[src/rtl/ordret_pkg.sv]
package ordret_pkg;

    // Digit encoding: bit 1 = position specified, bit 0 = required value.
    typedef enum logic [1:0] {
        DG_FREE = 2'b00,
        DG_ZERO = 2'b10,
        DG_ONE  = 2'b11
    } digit_t;

    typedef enum logic [2:0] {
        ST_IDLE,
        ST_ASK,
        ST_TAKE,
        ST_DIVE,
        ST_STEP,
        ST_FIN
    } state_t;

    typedef enum logic [1:0] {
        RSP_NONE,
        RSP_ONE,
        RSP_MANY
    } resp_t;

    function automatic resp_t decode_resp(input logic [1:0] m);
        if (m[1])      return RSP_MANY;
        else if (m[0]) return RSP_ONE;
        else           return RSP_NONE;
    endfunction

endpackage

[src/rtl/ordret_carry.sv]
// Advances the current digit. Digits at 1 from the current position upward
// clear to don't-care until the first 0 digit, which becomes 1 and current.
module ordret_carry
    import ordret_pkg::*;
#(
    parameter int NSTAGE = 6,
    parameter int CW     = 3
) (
    input  digit_t [NSTAGE-1:0] digits_i,
    input  logic   [CW-1:0]     cur_i,
    output digit_t [NSTAGE-1:0] digits_o,
    output logic   [CW-1:0]     cur_o,
    output logic                exhausted_o
);

    logic found;

    always_comb begin
        digits_o = digits_i;
        cur_o    = cur_i;
        found    = 1'b0;
        for (int i = 0; i < NSTAGE; i++) begin
            if (!found && (i >= int'(cur_i))) begin
                if (digits_i[i] == DG_ZERO) begin
                    digits_o[i] = DG_ONE;
                    cur_o       = CW'(i);
                    found       = 1'b1;
                end else begin
                    digits_o[i] = DG_FREE;
                end
            end
        end
        exhausted_o = !found;
    end

endmodule

[src/rtl/ordret_descend.sv]
// Opens the next lower digit at 0 and makes it current.
module ordret_descend
    import ordret_pkg::*;
#(
    parameter int NSTAGE = 6,
    parameter int CW     = 3
) (
    input  digit_t [NSTAGE-1:0] digits_i,
    input  logic   [CW-1:0]     cur_i,
    output digit_t [NSTAGE-1:0] digits_o,
    output logic   [CW-1:0]     cur_o
);

    always_comb begin
        digits_o = digits_i;
        cur_o    = cur_i;
        for (int i = 0; i < NSTAGE; i++) begin
            if ((cur_i != '0) && (i == int'(cur_i) - 1)) begin
                digits_o[i] = DG_ZERO;
                cur_o       = CW'(i);
            end
        end
    end

endmodule

[src/rtl/ordret_pattern.sv]
// Splits the digit vector into the value and care vectors seen by the store.
module ordret_pattern
    import ordret_pkg::*;
#(
    parameter int NSTAGE = 6
) (
    input  digit_t [NSTAGE-1:0] digits_i,
    output logic   [NSTAGE-1:0] val_o,
    output logic   [NSTAGE-1:0] care_o
);

    for (genvar g = 0; g < NSTAGE; g++) begin : g_pos
        assign care_o[g] = digits_i[g][1];
        assign val_o[g]  = digits_i[g][0];
    end

endmodule

[src/rtl/ordret_ctrl.sv]
module ordret_ctrl
    import ordret_pkg::*;
#(
    parameter int NSTAGE = 6
) (
    input  logic              clk,
    input  logic              rst_n,
    input  logic              start_i,
    input  logic [1:0]        match_i,
    output logic              probe_o,
    output logic [NSTAGE-1:0] pat_val_o,
    output logic [NSTAGE-1:0] pat_care_o,
    output logic              retrieve_o,
    output logic              done_o
);

    localparam int CW = (NSTAGE > 1) ? $clog2(NSTAGE) : 1;
    localparam logic [CW-1:0] TOP = CW'(NSTAGE - 1);

    state_t                state_q, state_d;
    digit_t [NSTAGE-1:0]   digits_q, digits_d;
    logic   [CW-1:0]       cur_q, cur_d;

    digit_t [NSTAGE-1:0]   carry_digits;
    logic   [CW-1:0]       carry_cur;
    logic                  carry_out;
    digit_t [NSTAGE-1:0]   dive_digits;
    logic   [CW-1:0]       dive_cur;
    resp_t                 resp;

    ordret_carry #(.NSTAGE(NSTAGE), .CW(CW)) carry_i (
        .digits_i    (digits_q),
        .cur_i       (cur_q),
        .digits_o    (carry_digits),
        .cur_o       (carry_cur),
        .exhausted_o (carry_out)
    );

    ordret_descend #(.NSTAGE(NSTAGE), .CW(CW)) descend_i (
        .digits_i (digits_q),
        .cur_i    (cur_q),
        .digits_o (dive_digits),
        .cur_o    (dive_cur)
    );

    ordret_pattern #(.NSTAGE(NSTAGE)) pattern_i (
        .digits_i (digits_q),
        .val_o    (pat_val_o),
        .care_o   (pat_care_o)
    );

    assign resp = decode_resp(match_i);

    // State register
    always_ff @(posedge clk or negedge rst_n) begin
        if (!rst_n) begin
            state_q <= ST_IDLE;
            cur_q   <= '0;
            for (int i = 0; i < NSTAGE; i++) begin
                digits_q[i] <= DG_FREE;
            end
        end else begin
            state_q  <= state_d;
            cur_q    <= cur_d;
            digits_q <= digits_d;
        end
    end

    // Next state and digit update
    always_comb begin
        state_d  = state_q;
        digits_d = digits_q;
        cur_d    = cur_q;
        unique case (state_q)
            ST_IDLE, ST_FIN: begin
                if (start_i) begin
                    for (int i = 0; i < NSTAGE; i++) begin
                        digits_d[i] = DG_FREE;
                    end
                    digits_d[NSTAGE-1] = DG_ZERO;
                    cur_d              = TOP;
                    state_d            = ST_ASK;
                end
            end
            ST_ASK: begin
                unique case (resp)
                    RSP_NONE: state_d = ST_STEP;
                    RSP_ONE:  state_d = ST_TAKE;
                    RSP_MANY: state_d = (cur_q == '0) ? ST_TAKE : ST_DIVE;
                    default:  state_d = ST_STEP;
                endcase
            end
            ST_TAKE: begin
                state_d = ST_STEP;
            end
            ST_DIVE: begin
                digits_d = dive_digits;
                cur_d    = dive_cur;
                state_d  = ST_ASK;
            end
            ST_STEP: begin
                digits_d = carry_digits;
                cur_d    = carry_cur;
                state_d  = carry_out ? ST_FIN : ST_ASK;
            end
            default: begin
                state_d = ST_IDLE;
            end
        endcase
    end

    // Outputs
    always_comb begin
        probe_o    = 1'b0;
        retrieve_o = 1'b0;
        done_o     = 1'b0;
        unique case (state_q)
            ST_ASK:  probe_o    = 1'b1;
            ST_TAKE: retrieve_o = 1'b1;
            ST_FIN:  done_o     = 1'b1;
            default: ;
        endcase
    end

endmodule

[config.mk]
export PLATFORM = sky130hd
export DESIGN_NAME = ordret_ctrl
export DESIGN_NICKNAME = d
export VERILOG_FILES = /design/src/rtl/ordret_pkg.sv /design/src/rtl/ordret_carry.sv /design/src/rtl/ordret_descend.sv /design/src/rtl/ordret_pattern.sv /design/src/rtl/ordret_ctrl.sv
export SDC_FILE = /design/constraint.sdc
export NUM_CORES = 1
export LEC_CHECK = 0
export BUFFER_PORTS_ARGS = -buffer_cell sky130_fd_sc_hd__buf_2
export CAP_MARGIN = 0
export CORE_ASPECT_RATIO = 1.4
export CORE_MARGIN = 4
export CORE_UTILIZATION = 40
export CTS_CLUSTER_DIAMETER = 150
export DETAILED_ROUTE_END_ITERATION = 10
export HOLD_SLACK_MARGIN = 0.02
export SLEW_MARGIN = 20
export SYNTH_ARGS = -nofsm -noshare
export SYNTH_HDL_FRONTEND = slang
export SYNTH_HIERARCHICAL = 1
export SYNTH_SLANG_ARGS = --single-unit
[constraint.sdc]
create_clock -name clk -period 2.05 [get_ports clk]
set_clock_uncertainty 0.15 [all_clocks]
set_input_delay 0.3075 -clock clk [delete_from_list [all_inputs] [get_ports clk]]
set_output_delay 0.3075 -clock clk [all_outputs]
set_load 0.005 [all_outputs]
==> results of run 1 <==
-- state kept, by name, summed over array words and instances, names as in the netlist --
| register | flops |
|---|---|
| cur_q | 3 |
| state_q | 3 |
| digits_q | 12 |
-- area by class of cell --
cell class | instances | area (um2) | area share
Multi-Input combinational cell | 129 | 986 | 0.523
Inverter | 20 | 75.1 | 0.0398
Sequential cell | 18 | 454 | 0.241
Timing Repair Buffer | 41 | 263 | 0.139
Clock buffer | 4 | 55.1 | 0.0292
Tap cell | 43 | 53.8 | 0.0285
-- metrics by stage --
stage	cell area, um2	setup TNS [ps]	hold slack (ps)
detailed placement	1800	0	137
CTS	1870	0	116
global placement	1800	0	124
finish	1890	0	116
floorplan	1640	0	-138
global route	1890	-47.6	129
-- how the worst max path moves through the flow --
stage / endpoint / start / depth (start not counted)
floorplan: digits_q[10] / digits_q[5] / 6
global placement: digits_q[8] / cur_q[1] / 6
detailed placement: digits_q[8] / cur_q[1] / 6
CTS: digits_q[8] / cur_q[1] / 6
global route: digits_q[10] / cur_q[1] / 6
finish: digits_q[10] / cur_q[1] / 6
-- worst max-delay path, cell delays in order, from the launching register on --
cell and delay [ps]:
dfrtp_2 480, nor4b_4 380, a311oi_4 70, a31o_2 280, mux2_4 300, a22oi_2 140, o21ai_1 80
-- what timing repair did --
item | CTS | global route
hold buffers | 1 | 0
setup endpoints to repair | 0 | 6
setup buffers | 0 | 0
resized for setup | 0 | 7
hold endpoints to repair | 18 | 0
-- metal layers --
layer	wire [um]	track usage	part of all wire
met5	0	0	0
met4	68	0.0502	0.016
met3	144	0.0186	0.035
met2	2190	0.286	0.53
met1	1760	0.227	0.42
-- power by group through the flow --
stage / Combinational, mW / Clock [mW] / Sequential, mW
floorplan: 1.08 / 0 / 0.592
global placement: 1.43 / 0 / 0.584
detailed placement: 1.45 / 0 / 0.588
CTS: 1.46 / 0.319 / 0.584
global route: 1.64 / 0.332 / 0.602
finish: 1.50 / 0.308 / 0.588
-- logic make-up after synthesis --
| kind of cell | synth area share |
|---|---|
| flip-flops | 0.275 |
| AO/OA/AOI/OAI | 0.336 |
| multiplexers | 0.0382 |
| buffers and inverters | 0.135 |
| AND/OR/NAND/NOR | 0.216 |
-- cells in the mapped netlist (2+ instances only) --
master | n | share of area
inv_1 | 19 | 0.044
dfrtp_1 | 18 | 0.28
buf_4 | 13 | 0.060
a22oi_1 | 12 | 0.055
nor2_1 | 10 | 0.023
o21ai_2 | 10 | 0.054
nand2b_1 | 9 | 0.034
a21boi_0 | 8 | 0.037
nor2b_1 | 8 | 0.031
a21oi_1 | 6 | 0.018
o21ai_0 | 6 | 0.018
nor3_1 | 5 | 0.015
nand2_1 | 4 | 0.0092
a31oi_1 | 3 | 0.011
buf_6 | 3 | 0.021
nor3b_2 | 3 | 0.023
o21a_1 | 3 | 0.014
o21bai_1 | 3 | 0.014
o22ai_1 | 3 | 0.011
buf_2 | 2 | 0.0061
mux2_2 | 2 | 0.014
mux2_4 | 2 | 0.018
nand3_1 | 2 | 0.0061
nand3b_1 | 2 | 0.0092
nor3b_1 | 2 | 0.0092
o31a_1 | 2 | 0.011
o31ai_1 | 2 | 0.0092
==> out/qor.yml, run 1 <==
die_area_um2: 5190
seq_power_share: 0.245
ios: 20
antenna_found_initial: 0
finalHoldViolCount: 0
final_common_cell: "buf_4"
grt_pass1_wl_um: 6980
drtIter0Drc: 81
root_buffer: "clkbuf_8"
fillers: 397
finalWorstSetupSlack_ps: 44.2
ys_ff_latch: 18
cts_tree: "built"
cp-end-kind: "flip-flop"
instances_no_fill: 255
hold_path_depth: 2
relSlewSlack: 0.608
total_power_mw: 2.40
mostFrequentLayoutCells: "buf_4 (21), inv_1 (19), buf_2 (19), dfrtp_1 (15)"
grt_max_degree: 19
clock_latency_ps: 260
combPwrFrac: 0.626
tightest_slew_ps: 588
switching_share: 0.458
synth_nets: 191
dpl.hpwl_um: 3050
post-route-util: 0.477
drc: 0
overflow: 0
min_from: "match_i[0]"
worst-path-max-fanout: 7
outcome: "completed"
cp.arrival_ps: 1990
layout.nets: 218
clk_pin_slew_ps: 80
core_um2: 3950
powerDensity_nw_per_um2: 1270
die_x_um: 62.1
syn_area_um2: 1640
io_buffers: 19
rrSetupSlack_ps: 40
setup_viol: 0
yosys_warnings: 6
start_util: 0.414
drt_pass1_iterations: 4
postSynthCellCount: 186
rows: 27
maxSlewViolCount: 0
p_clk_frac: 0.129
clk_path_buf_depth: 2
p_int_mw: 1.30
max_clock_freq_mhz: 499
required_ps: 2030
p_sw_mw: 1.10
cts_max_level: 1
avgSynthCellArea_um2: 8.80
startpoint_type: "flip-flop"
numCtsBuffers: 3
wl_per_cell_um: 16.3
clkSinkCount: 18
pre_cts_ws_ps: 40.9
die_h_um: 83.7
r2r_cells: 6
antennaDiodeCount: 0
finalWeightedCongestion: 0.927
routed_via_density: 5.67
finalCritPeriodShare: 0.978
leakagePower_nw: 0.860
r2r_start: "cur_q[1]"
grt_pass1_vias: 1432
ys_seq_area_frac: 0.275
timing.rr.end: "digits_q[10]"
cap_violations: 0
vias: 1447
async_flop_share: 1.00
synth-edff-count: 0
syn2layout_area_growth_pct: 15.3
grt_util_all_layers: 0.173
hold_end: "state_q[1]"
fin_crit_ps: 2010
rsz0062_at_grt: "true"
ir_drop_mv: 0.872
dp_cells: 250
synthFlopType: "dfrtp_1"
postRouteAntennaNets: 0
worst_hold_path_type: "input pin to flip-flop"
final_layout_size_suffix_gt1_frac: 0.363
worstSetupPathType: "flip-flop to flip-flop"
yosysUniqueCellTypes: 51
wl_um: 4160
No activity file was read; power rests on OpenSTA's default activity.
==> inputs of run 2 (changes only) <==
--- a/config.mk
+++ b/config.mk
@@ -16,5 +16,4 @@
 export SLEW_MARGIN = 20
 export SYNTH_ARGS = -nofsm -noshare
 export SYNTH_HDL_FRONTEND = slang
-export SYNTH_HIERARCHICAL = 1
 export SYNTH_SLANG_ARGS = --single-unit
==> run 2 against run 1 <==
Compared with the run above: the run now ends with negative setup slack left; critical path depth is 2 higher; highest routed layer unchanged; cell count down 7.1%; first-iteration DRC count shrank 3.7%; sequential share of layout area fell by 0.093 points; total power rose by 24%.
==> out/qor.yml, run 2 <==
finalWeightedCongestion: 0.900  # -2.9%
rsz0062_at_grt: "true"
worst-path-max-fanout: 6  # -1
root_buffer: "clkbuf_8"
dpl.hpwl_um: 2990  # -1.9%
largest_reg_flops: 12  # unchanged
finalHoldViolCount: 0  # unchanged
ios: 20  # unchanged
maxSlewViolCount: 0  # unchanged
wl_um: 4400  # +5.8%
final_common_cell: "buf_4"
clock_latency_ps: 270  # about the same
cp.arrival_ps: 2190  # +200 ps
synthXorXnorAreaFrac: 0.00624  # +0.00624
ys_ff_latch: 18  # unchanged
die_h_um: 78.1  # -6.7%
postRouteAntennaNets: 0  # unchanged
cts_tree: "built"
synth-edff-count: 0  # unchanged
synth_top_family_by_area: "compound AO/OA/AOI/OAI gates"
cp-end-kind: "flip-flop"
syn_area_um2: 1400  # -14%
yosysUniqueCellTypes: 48  # -5.9%
vias: 1463  # +1.1%
path_cells: "inv_1 > ha_4 > nand3b_1 > o32ai_4 > buf_12 > or3_4 > o21ai_4 > a32o_1"
postLayoutCellArea_um2: 1900  # +0.66%
synthFlopType: "dfrtp_1"
postSynthCellCount: 153  # -18%
leakagePower_nw: 0.880  # +2.4%
failed_checks: "negative setup slack"
ys_seq_area_frac: 0.321  # +0.0456
start_util: 0.416  # +0.00150
powerDensity_nw_per_um2: 1570  # +23%
worstPathBufferInverterCount: 2  # +2
grt_pass1_vias: 1460  # +2.0%
syn2layout_area_growth_pct: 35.3
yosys_warnings: 0  # -6
max_stage_delay_ps: 460  # -20 ps
core_um2: 3380  # -15%
cts_max_level: 1  # unchanged
worstSetupPathType: "flip-flop to flip-flop"
max_clock_freq_mhz: 467  # -6.3%
synth_nets: 159  # -17%
clk_pin_slew_ps: 70  # about the same
hold_path_depth: 2  # unchanged
placed_area_um2: 1700  # -5.4%
rrSetupSlack_ps: -90  # -140 ps
numCtsBuffers: 3  # unchanged
pre_cts_ws_ps: -121  # -162 ps
outcome: "complete, but fails checks"
hold_ws_ps: 120  # +4.07 ps
antenna_found_initial: 0  # unchanged
ys_top_cells_by_count: "dfrtp_1 (18), a21oi_1 (16), nor2_1 (12), o21ai_0 (10), clkbuf_1 (9)"
synthSimpleGateAreaFrac: 0.268  # +0.0519
fillers: 311  # -22%
final_layout_size_suffix_gt1_frac: 0.426  # +0.0632
avgSynthCellArea_um2: 9.18  # +4.3%
r2r_cells: 8  # +2
startpoint_type: "flip-flop"
setup_viol: 7  # +7
grt_pass1_wl_um: 6980  # -0.10%
required_ps: 2100  # +70 ps
netlist.area_leader.share: 0.321  # +0.0456
crit_start: "cur_q[2]"
synthMostInstantiatedCell: "dfrtp_1"
clkSinkCount: 18  # unchanged
relSlewSlack: 0.696  # +0.0876
routed_via_density: 6.17  # +8.8%
ir_drop_mv: 0.999  # +15%
mostFrequentLayoutCells: "buf_4 (30), buf_2 (19), a21oi_1 (15), dfrtp_1 (14), nor2_1 (11)"
layout.nets: 204  # -6.4%
r2r_start: "cur_q[2]"
synth_largest_area_cell: "dfrtp_1"
die_area_um2: 4530  # -13%
clk_path_buf_depth: 2  # unchanged
synth_compound_area_frac: 0.317  # -0.0183
tightest_slew_ps: 457  # -131 ps
synthMuxAreaShare: 0.0241  # -0.0142
grt_util_all_layers: 0.199  # +0.0266
reg_top3: "digits_q x12, cur_q x3, state_q x3"
io_buffers: 19  # unchanged
cap_violations: 0  # unchanged
drc: 0  # unchanged
overflow: 0  # unchanged
finalWorstSetupSlack_ps: -91.2  # -135 ps
wl_per_cell_um: 18.6  # +14%
cp_num_cells: 8  # +2
critPathTopFamily: "compound AO/OA/AOI/OAI gates"
rows: 25  # -7.4%
grt_max_degree: 19  # unchanged
fin_crit_ps: 2140  # +135 ps
finalCritPeriodShare: 1.04  # +0.0660
drt_pass1_iterations: 4  # unchanged
synthAdderAreaFrac: 0.00891  # +0.00891
timing.rr.end: "cur_q[2]"
total_power_mw: 2.97  # +24%
top_register: "digits_q"
worst_hold_path_type: "input pin to flip-flop"
antennaDiodeCount: 0  # unchanged
die_x_um: 58.1  # -6.4%
drtIter0Drc: 78  # -3.7%
synthTopCellsByArea: "dfrtp_1 (32%), a21oi_1 (5.7%), nor3b_1 (4.3%)"
worst_path_max_delay_cell: "dfrtp_2"
async_flop_share: 1.00  # unchanged
crit_end: "cur_q[2]"
-- run 2: area by class of cell --
class                   count  area (um2)  area share
multi-input cells         118         951       0.501
flip-flops and latches     18         455       0.240
repair buffers             53         373       0.196
clock buffers               4        55.1      0.0290
well taps                  40        50.0      0.0264
inverters                   4        15.0     0.00791
-- run 2: kinds of logic after synthesis --
logic type | count (synthesis)
compound gates | 59
buf+inv | 17
fa+ha+maj | 1
mux | 3
flops | 18
xor+xnor | 1
simple gates | 54
-- run 2: metrics by stage --
step / utilization / setup TNS, ps / cells
6_report: 0.562 / -351 / 237
5_1_grt: 0.562 / -1100 / 237
4_1_cts: 0.543 / -168 / 233
3_5_place_dp: 0.504 / -518 / 224
3_3_place_gp: 0.504 / -115 / 224
2_1_floorplan: - / -450 / 153
-- run 2: layer usage --
layer  up-vias  share of wire  GRT usage
met2        60           0.51      0.335
met3        18          0.052     0.0230
li1        667              -          -
met1       718           0.40      0.239
met4         0          0.046      0.116
met5         -              0          0
-- run 2: power by group --
part / total, mW / switching, mW / internal, mW
Clock: 0.313 / 0.142 / 0.171
Sequential: 0.625 / 0.147 / 0.479
Combinational: 2.04 / 1.07 / 0.965
-- run 2: repair_timing --
action	4_1_cts	5_1_grt
hold buffers	1	0
pin swaps	11	9
endpoints found under the setup margin	9	13
gates resized for setup	7	9
gates cloned	0	0
setup buffers	4	4
endpoints found under the hold margin	18	0
-- run 2: worst min path at each step --
stage | startpoint | to | slack, ps
global route | match_i[0] | state_q[1] | 140
CTS | match_i[0] | state_q[1] | 120
finish | match_i[0] | state_q[1] | 120
floorplan | rst_n | cur_q[0] | -140
detailed placement | rst_n | digits_q[3] | 130
global placement | rst_n | digits_q[3] | 120
==> inputs of run 3 (changes only) <==
--- a/config.mk
+++ b/config.mk
@@ -13,6 +13,7 @@
 export CTS_CLUSTER_DIAMETER = 150
 export DETAILED_ROUTE_END_ITERATION = 10
 export HOLD_SLACK_MARGIN = 0.02
+export RECOVER_POWER = 25
 export SLEW_MARGIN = 20
 export SYNTH_ARGS = -nofsm -noshare
 export SYNTH_HDL_FRONTEND = slang
==> run 3 against run 2 <==
Compared with the run above: the flow still finishes with violations (negative setup slack); critical path type unchanged; critical path depth is the same; register-to-register slack is essentially flat; worst hold slack is essentially flat; combinational power is essentially flat; maximum frequency is the same; final area is essentially flat; worst setup slack is the same; highest routed layer unchanged; first-iteration DRC count is the same; cell count is the same; clock-buffer cell count is the same; sequential cell count is the same; utilization is essentially flat.
==> out/qor.yml, run 3 (same netlist as run 2, synthesis figures left out) <==
instances_no_fill: 237  # unchanged
routed_via_density: 6.16  # -0.14%
fin_crit_ps: 2140  # unchanged
maxSlewViolCount: 0  # unchanged
worst-path-max-fanout: 6  # unchanged
largest_reg_flops: 12  # unchanged
die_x_um: 58.1  # unchanged
max_clock_freq_mhz: 467  # unchanged
cp-end-kind: "flip-flop"
finalHoldViolCount: 0  # unchanged
cap_violations: 0  # unchanged
postRouteAntennaNets: 0  # unchanged
grt_pass1_wl_um: 6980  # unchanged
io_buffers: 19  # unchanged
drtIter0Drc: 78  # unchanged
clock_latency_ps: 270  # about the same
die_h_um: 78.1  # unchanged
overflow: 0  # unchanged
worstSetupPathType: "flip-flop to flip-flop"
ir_drop_mv: 0.999  # about the same
setup-tns-final_ps: -350  # +0.911 ps
powerDensity_nw_per_um2: 1570  # about the same
worst_hold_path_type: "input pin to flip-flop"
clk_path_buf_depth: 2  # unchanged
final_layout_size_suffix_gt1_frac: 0.421  # -0.00508
top_register: "digits_q"
antenna_found_initial: 0  # unchanged
failed_checks: "negative setup slack"
outcome: "complete, but fails checks"
total_power_mw: 2.97  # about the same
tightest_slew_ps: 1100  # +639 ps
layout.nets: 204  # unchanged
core_um2: 3380  # unchanged
cp.arrival_ps: 2190  # about the same
grt_util_all_layers: 0.199  # unchanged
cts_tree: "built"
rsz0062_at_grt: "true"
clkSinkCount: 18  # unchanged
wl_um: 4410  # about the same
mostFrequentLayoutCells: "buf_4 (30), buf_2 (18), a21oi_1 (15), dfrtp_1 (14), nor2_1 (11)"
cts_max_level: 1  # unchanged
drt_pass1_iterations: 4  # unchanged
numCtsBuffers: 3  # unchanged
fillers: 312  # +0.32%
startpoint_type: "flip-flop"
syn2layout_area_growth_pct: 35.2  # about the same
vias: 1461  # -0.14%
grt_pass1_vias: 1460  # unchanged
root_buffer: "clkbuf_8"
ios: 20  # unchanged
relSlewSlack: 0.270  # -0.426
reg_top3: "digits_q x12, cur_q x3, state_q x3"
dpl.hpwl_um: 2990  # unchanged
clk_pin_slew_ps: 70  # about the same
finalWorstSetupSlack_ps: -91.2  # unchanged
rrSetupSlack_ps: -90  # about the same
rows: 25  # unchanged
leakagePower_nw: 0.877  # -0.31%
finalWeightedCongestion: 0.900  # unchanged
setup_viol: 7  # unchanged
hold_ws_ps: 120  # -0.0140 ps
finalCritPeriodShare: 1.04  # unchanged
start_util: 0.416  # unchanged
drc: 0  # unchanged
dp_cells: 224  # unchanged
required_ps: 2100  # about the same
antennaDiodeCount: 0  # unchanged
die_area_um2: 4530  # unchanged
final_common_cell: "buf_4"
grt_max_degree: 19  # unchanged
wl_per_cell_um: 18.6  # about the same
==> run 3: cell types whose count changed in the layout (fill, tap and decap cells not counted), sizes merged <==
cell / previous run / this run
clkbuf: 4 / 5
buf: 52 / 51
==> run 3: repair_timing <==
item / 4_1_cts / 5_1_grt
resized for setup: 7 / 9
endpoints found under the hold margin: 18 / 0
hold buffers: 1 / 0
endpoints found under the setup margin: 9 / 13
setup buffers: 4 / 4
pin swaps: 11 / 9
==> run 3: area by class of cell <==
| class | count | area (um2) | area share |
|---|---|---|---|
| multi-input cells | 118 | 951 | 0.501 |
| flip-flops and latches | 18 | 455 | 0.240 |
| repair buffers | 53 | 372 | 0.196 |
| clock buffers | 4 | 55.1 | 0.0290 |
| well taps | 40 | 50.0 | 0.0264 |
| inverters | 4 | 15.0 | 0.00791 |
==> run 3: final timing paths <==
path	cells past startpoint	to	start
worst max-delay path	8	cur_q[2]	cur_q[2]
worst min-delay path	2	state_q[1]	match_i[0]
worst max register to register	8	cur_q[2]	cur_q[2]
max in group asynchronous	2	cur_q[0]	rst_n
worst min register to register	1	digits_q[11]	digits_q[11]
min in group asynchronous	2	digits_q[3]	rst_n
==> run 3: report_power, final <==
part	switching, mW	internal [mW]
clock network	0.141	0.171
registers	0.147	0.479
logic	1.07	0.964
total	1.36	1.61
==> run 3: routing by layer <==
| layer | vias to the layer above | part of all wire | track usage |
|---|---|---|---|
| li1 | 667 | - | - |
| met1 | 716 | 0.40 | 0.239 |
| met2 | 60 | 0.50 | 0.335 |
| met3 | 18 | 0.052 | 0.0230 |
| met4 | 0 | 0.046 | 0.116 |
| met5 | - | 0 | 0 |
==> run 3: metrics by stage <==
| step | worst slack, ps | area, um2 | utilization |
|---|---|---|---|
| after floorplan | -159 | 1480 | - |
| after global placement | -55.6 | 1700 | 0.504 |
| after detailed placement | -121 | 1700 | 0.504 |
| after CTS | -76.3 | 1830 | 0.543 |
| after global routing | -168 | 1900 | 0.562 |
| final | -91.2 | 1900 | 0.562 |
==> run 3: critical path: stages, from the launching register on <==
cell      delay [ps]
dfrtp_2          460
inv_1            100
ha_4             180
nand3b_1         150
o32ai_4          150
buf_12           170
or3_4            350
o21ai_4          170
a32o_1           190
